===== config.mk =====
export PLATFORM = sky130hd
export DESIGN_NAME = opnd_unit
export DESIGN_NICKNAME = d
export VERILOG_FILES = /design/src/rtl/opnd_pkg.sv /design/src/rtl/opnd_decode.sv /design/src/rtl/opnd_addr.sv /design/src/rtl/opnd_ctrl.sv /design/src/rtl/opnd_unit.sv
export SDC_FILE = /design/constraint.sdc
export NUM_CORES = 1
export LEC_CHECK = 0
export BUFFER_PORTS_ARGS = -buffer_cell sky130_fd_sc_hd__buf_2
export CAP_MARGIN = 20
export CORE_ASPECT_RATIO = 1.2
export CORE_MARGIN = 5
export CORE_UTILIZATION = 47
export DETAILED_ROUTE_END_ITERATION = 16
export GPL_TIMING_DRIVEN = 0
export PLACE_DENSITY_LB_ADDON = 0.2
export SLEW_MARGIN = 10
export SYNTH_ARGS = -nofsm -noshare
export SYNTH_HDL_FRONTEND = slang
export SYNTH_HIERARCHICAL = 1
export SYNTH_SLANG_ARGS = --single-unit

===== constraint.sdc =====
create_clock -name clk -period 4.1 [get_ports clk]
set_clock_uncertainty 0.05 [all_clocks]
set_input_delay 1.025 -clock clk [delete_from_list [all_inputs] [get_ports clk]]
set_output_delay 1.025 -clock clk [all_outputs]
set_load 0.05 [all_outputs]

===== src/rtl/opnd_pkg.sv =====
package opnd_pkg;
  localparam int WORD_W = 32;
  localparam int OPC_W  = 7;
  localparam int REG_W  = 4;
  localparam int NUM_W  = 16;

  localparam int NUM_LSB = 0;
  localparam int IDX_LSB = NUM_LSB + NUM_W;
  localparam int MAIN_LSB = IDX_LSB + REG_W;
  localparam int IND_BIT = MAIN_LSB + REG_W;
  localparam int OPC_LSB = IND_BIT + 1;

  typedef struct packed {
    logic [OPC_W-1:0] opcode;
    logic             ind;
    logic [REG_W-1:0] main_reg;
    logic [REG_W-1:0] idx_reg;
    logic [NUM_W-1:0] num;
  } instr_fields_t;

  typedef enum logic [0:0] {
    ST_IDLE = 1'b0,
    ST_MEM  = 1'b1
  } ctrl_state_t;
endpackage


===== src/rtl/opnd_decode.sv =====
module opnd_decode
  import opnd_pkg::*;
#(
  parameter int W = WORD_W
) (
  input  logic [W-1:0]   word,
  output instr_fields_t  fields,
  output logic           dest_ok,
  output logic           dest_reg
);
  logic idx_named;
  logic num_zero;

  always_comb begin
    fields.num      = word[NUM_LSB  +: NUM_W];
    fields.idx_reg  = word[IDX_LSB  +: REG_W];
    fields.main_reg = word[MAIN_LSB +: REG_W];
    fields.ind      = word[IND_BIT];
    fields.opcode   = word[OPC_LSB  +: OPC_W];
    idx_named = (fields.idx_reg != '0);
    num_zero  = (fields.num == '0);
    dest_reg  = !fields.ind && idx_named && num_zero;
    dest_ok   = fields.ind || dest_reg;
  end
endmodule


===== src/rtl/opnd_addr.sv =====
module opnd_addr
  import opnd_pkg::*;
#(
  parameter int W = WORD_W,
  parameter int N = NUM_W,
  parameter int R = REG_W
) (
  input  logic [N-1:0] num,
  input  logic [R-1:0] idx_reg,
  input  logic [W-1:0] rf_data,
  output logic [W-1:0] total
);
  localparam int EXT = W - N;
  logic [W-1:0] num_ext;
  logic [W-1:0] idx_term;

  always_comb begin
    num_ext  = {{EXT{num[N-1]}}, num};
    idx_term = (idx_reg != '0) ? rf_data : '0;
    total    = num_ext + idx_term;
  end
endmodule


===== src/rtl/opnd_ctrl.sv =====
module opnd_ctrl
  import opnd_pkg::*;
#(
  parameter int W = WORD_W
) (
  input  logic          clk,
  input  logic          rst,
  input  logic          instr_valid,
  input  instr_fields_t fields,
  input  logic          dest_ok,
  input  logic          dest_reg,
  input  logic [W-1:0]  total,
  output logic          instr_ready,
  output logic          mem_req,
  output logic [W-1:0]  mem_addr,
  input  logic          mem_rvalid,
  input  logic [W-1:0]  mem_rdata,
  output logic          operand_valid,
  output logic [W-1:0]  operand_value,
  output logic [OPC_W-1:0] op_opcode,
  output logic          op_ind,
  output logic [REG_W-1:0] op_main,
  output logic          op_dest_ok,
  output logic          op_dest_reg
);
  ctrl_state_t state;
  logic        take;

  assign instr_ready = (state == ST_IDLE);
  assign take        = instr_ready && instr_valid;

  always_ff @(posedge clk) begin
    if (rst) begin
      state         <= ST_IDLE;
      mem_req       <= 1'b0;
      mem_addr      <= '0;
      operand_valid <= 1'b0;
      operand_value <= '0;
      op_opcode     <= '0;
      op_ind        <= 1'b0;
      op_main       <= '0;
      op_dest_ok    <= 1'b0;
      op_dest_reg   <= 1'b0;
    end else begin
      operand_valid <= 1'b0;
      case (state)
        ST_IDLE: begin
          if (take) begin
            op_opcode   <= fields.opcode;
            op_ind      <= fields.ind;
            op_main     <= fields.main_reg;
            op_dest_ok  <= dest_ok;
            op_dest_reg <= dest_reg;
            if (fields.ind) begin
              state    <= ST_MEM;
              mem_req  <= 1'b1;
              mem_addr <= total;
            end else begin
              operand_valid <= 1'b1;
              operand_value <= total;
            end
          end
        end
        ST_MEM: begin
          if (mem_rvalid) begin
            state         <= ST_IDLE;
            mem_req       <= 1'b0;
            operand_valid <= 1'b1;
            operand_value <= mem_rdata;
          end
        end
        default: state <= ST_IDLE;
      endcase
    end
  end
endmodule


===== src/rtl/opnd_unit.sv =====
module opnd_unit
  import opnd_pkg::*;
#(
  parameter int W = WORD_W
) (
  input  logic             clk,
  input  logic             rst,
  input  logic             instr_valid,
  input  logic [W-1:0]     instr_word,
  output logic             instr_ready,
  output logic [REG_W-1:0] rf_addr,
  input  logic [W-1:0]     rf_data,
  output logic             mem_req,
  output logic [W-1:0]     mem_addr,
  input  logic             mem_rvalid,
  input  logic [W-1:0]     mem_rdata,
  output logic             operand_valid,
  output logic [W-1:0]     operand_value,
  output logic [OPC_W-1:0] op_opcode,
  output logic             op_ind,
  output logic [REG_W-1:0] op_main,
  output logic             op_dest_ok,
  output logic             op_dest_reg
);
  instr_fields_t fields;
  logic          dest_ok;
  logic          dest_reg;
  logic [W-1:0]  total;

  assign rf_addr = fields.idx_reg;

  opnd_decode #(.W(W)) i_decode (
    .word     (instr_word),
    .fields   (fields),
    .dest_ok  (dest_ok),
    .dest_reg (dest_reg)
  );

  opnd_addr #(.W(W), .N(NUM_W), .R(REG_W)) i_addr (
    .num     (fields.num),
    .idx_reg (fields.idx_reg),
    .rf_data (rf_data),
    .total   (total)
  );

  opnd_ctrl #(.W(W)) i_ctrl (
    .clk           (clk),
    .rst           (rst),
    .instr_valid   (instr_valid),
    .fields        (fields),
    .dest_ok       (dest_ok),
    .dest_reg      (dest_reg),
    .total         (total),
    .instr_ready   (instr_ready),
    .mem_req       (mem_req),
    .mem_addr      (mem_addr),
    .mem_rvalid    (mem_rvalid),
    .mem_rdata     (mem_rdata),
    .operand_valid (operand_valid),
    .operand_value (operand_value),
    .op_opcode     (op_opcode),
    .op_ind        (op_ind),
    .op_main       (op_main),
    .op_dest_ok    (op_dest_ok),
    .op_dest_reg   (op_dest_reg)
  );
endmodule


==> flow_summary.yaml <==
die:
  die_area_um2: 14700
  io_pins: 185
  rows: 44
  initial_core_util: 0.479
  die_h_um: 132
  fp.dieW_um: 111
  coreArea_um2: 12100
pwr:
  p_int_mw: 1.77
  p_leak_nw: 3.24
  pwr-share-clk: 0.298
  p_sw_mw: 1.05
  ir_drop_mv: 0.220
  seq_power_share: 0.313
  power_frac_comb: 0.389
  power_per_cell_area_nw_per_um2: 377
  p_sw_frac: 0.372
synth:
  synth_edf_count: 0
  synth_area_leaders: "dfxtp_1, nand2_1, nor2b_1"
  synth_nets: 867
  async_reset_ff_frac: 0
  synth.largest_area_cell: "dfxtp_1"
  ys_ff_latch: 81
  ys_types: 59
  yosysSeqAreaShare: 0.279
  yosysMostFrequentCell: "nand2_1"
  synth_warnings: 6
  netlist_area_um2: 5800
  syn-instance-count: 735
  synth_top_area_frac: 0.279
  synth_common_cells: "nand2_1, a21oi_1, dfxtp_1"
  syn_avg_cell_area_um2: 7.90
  synth_flop_cell: "dfxtp_1"
clock_tree:
  cts_buffer_depth: 2
  clkTransAtPathRegs_ps: 60
  cts_num_sinks: 81
  postCtsHoldBufs: 0
  ctsRootBufferMaster: "clkbuf_16"
  cts_tree: "built"
  clock_latency_ps: 330
  numCtsBuffers: 9
  ctsHtreeMaxLevel: 3
finish:
  n_antenna_cell: 0
  fillers: 1192
  multi_input_area_um2: 3760
  layout.nets: 1057
  utilization: 0.619
  regArea_um2: 1620
  area_growth_pct: 29.1
  drive_above_1_share: 0.345
  top_regs: "i_ctrl/mem_addr: 32 flops, i_ctrl/operand_value: 32 flops, i_ctrl/op_opcode: 7 flops"
placed_design:
  io_buffers: 172
  globalplace.congestion: 0.928
  dp_hpwl_um: 14100
critical_path:
  crit_required_ps: 4240
  setup.worst_path.class: "input port to flip-flop"
  cpPeakStageDelay_ps: 430
  startpoint_type: "input port"
  crit_fanout: 5
  arrival_ps: 4120
  crit_chain: "buf_2 > buf_4 > nor4_4 > buf_4 > buf_8 > nor2b_1 > ha_2 > fa_2 > a21oi_4 > o21ai_2 > a211oi_2 > o21bai_2 > a221oi_2 > xnor2_2 > nor2b_4 > a221oi_2 > a211oi_2"
  cpMaxStageDelayCell: "fa_2"
  critPathCaptureType: "flip-flop"
drt:
  route.detailed.drc: 0
  routed_wl_um: 17400
  ant_nets: 0
  routedWlPerCell_um: 15.9
  drt-initial-drc-count: 212
  dr.pass1.iters: 4
  via_per_inst: 5.32
  vias: 5803
sta:
  finalSetupViolations: 0
  min_period_over_period: 0.970
  slew_headroom: 0.538
  worst_slew_pin_slew_ps: 692
  fmax_mhz: 251
  hold_viol: 0
  hold-worst-slack_ps: 399
  fin_crit_ps: 3980
  maxSlewViolCount: 0
grt:
  grt_max_degree: 18
  grt_pass1_vias: 5547
  antenna_found_initial: 0
  grt_pass1_wl_um: 27300
  gr-total-overflow: 0
  grt_usage: 0.224
outcome:
  status: "completed"
worst_hold_path:
  min_path_type: "flip-flop to flip-flop"
job:
  cap_violations: 0
what timing repair did:
action | 4_1_cts | 5_1_grt
resized for setup | 9 | 32
pin swaps | 6 | 14
buffers inserted | 4 | 5
setup endpoints to repair | 14 | 18
critical path, delay by kind of cell:
kind	cells	cell delay (ps)
adders and majority gates	2	630
and+or+nand+nor	3	410
AOI/OAI and AO/OA	7	1400
buffers and inverters	4	530
xor gates and xnor gates	1	130
metal layers:
layer,global-route usage,wire length [um]
met2,0.390,8640
met1,0.274,7330
met5,0,0
met3,0.0455,1090
met4,0.0751,329
layout make-up:
type | instances | share of cell area
Buffer | 79 | 0.0668
Clock buffer | 11 | 0.0310
Clock inverter | 5 | 0.0107
Inverter | 42 | 0.0210
Multi-Input combinational cell | 531 | 0.502
Sequential cell | 81 | 0.216
Tap cell | 161 | 0.0269
Timing Repair Buffer | 181 | 0.126
logic make-up after synthesis:
family	count (synthesis)	share of synthesized area
AOI/OAI and AO/OA	217	0.281
adders and majority gates	32	0.0703
buffers and inverters	123	0.112
xor gates and xnor gates	29	0.0438
and+or+nand+nor	253	0.214
DFF	81	0.279
through the flow:
stage | worst slack (ps) | TNS, ps | std cells | area [um2] | total power, mW
2_1_floorplan | -17.8 | -17.8 | 735 | 5840 | 1.69
3_3_place_gp | -589 | -9690 | 1068 | 6900 | 1.93
3_5_place_dp | -640 | -10880 | 1068 | 6900 | 1.94
4_1_cts | 1.26 | 0 | 1088 | 7290 | 2.79
5_1_grt | -31.0 | -61.9 | 1091 | 7500 | 2.96
6_report | 123 | 0 | 1091 | 7500 | 2.83
layout by cell type, fill, tap and decap left out, types with 7 or more instances in the layout:
| cell | Yosys | layout |
|---|---|---|
| a211oi_2 | 31 | 31 |
| a21oi_1 | 83 | 78 |
| a221oi_1 | 32 | 26 |
| a221oi_2 | 1 | 7 |
| buf_2 | 2 | 173 |
| buf_4 | 39 | 46 |
| clkbuf_1 | 35 | 33 |
| clkbuf_16 | 0 | 9 |
| dfxtp_1 | 81 | 81 |
| ha_1 | 31 | 25 |
| inv_1 | 42 | 42 |
| nand2_1 | 120 | 119 |
| nand2b_1 | 7 | 7 |
| nor2_1 | 22 | 22 |
| nor2b_1 | 67 | 66 |
| o21ai_0 | 16 | 16 |
| xnor2_1 | 19 | 18 |
| xor2_1 | 10 | 9 |
final timing paths:
check,start,end,slack [ps],cells past startpoint
setup reg to reg,i_ctrl/state$_SDFF_PP0_,i_ctrl/operand_value[19]$_SDFFE_PP0P_,2140,6
setup / recovery,instr_word[16],i_ctrl/operand_value[20]$_SDFFE_PP0P_,120,17
hold reg to reg,i_ctrl/mem_addr[23]$_SDFFE_PP0P_,i_ctrl/mem_addr[23]$_SDFFE_PP0P_,400,2
hold / removal,i_ctrl/mem_addr[23]$_SDFFE_PP0P_,i_ctrl/mem_addr[23]$_SDFFE_PP0P_,400,2
power groups by stage:
stage                     clock network (mW)  registers (mW)  logic (mW)
after floorplan                            0            1.12       0.560
after global placement                     0           0.901        1.03
after detailed placement                   0           0.903        1.04
after CTS                              0.854           0.886        1.05
after global routing                   0.890           0.893        1.18
final                                  0.842           0.886        1.10
(Power assumes the default switching activity.)
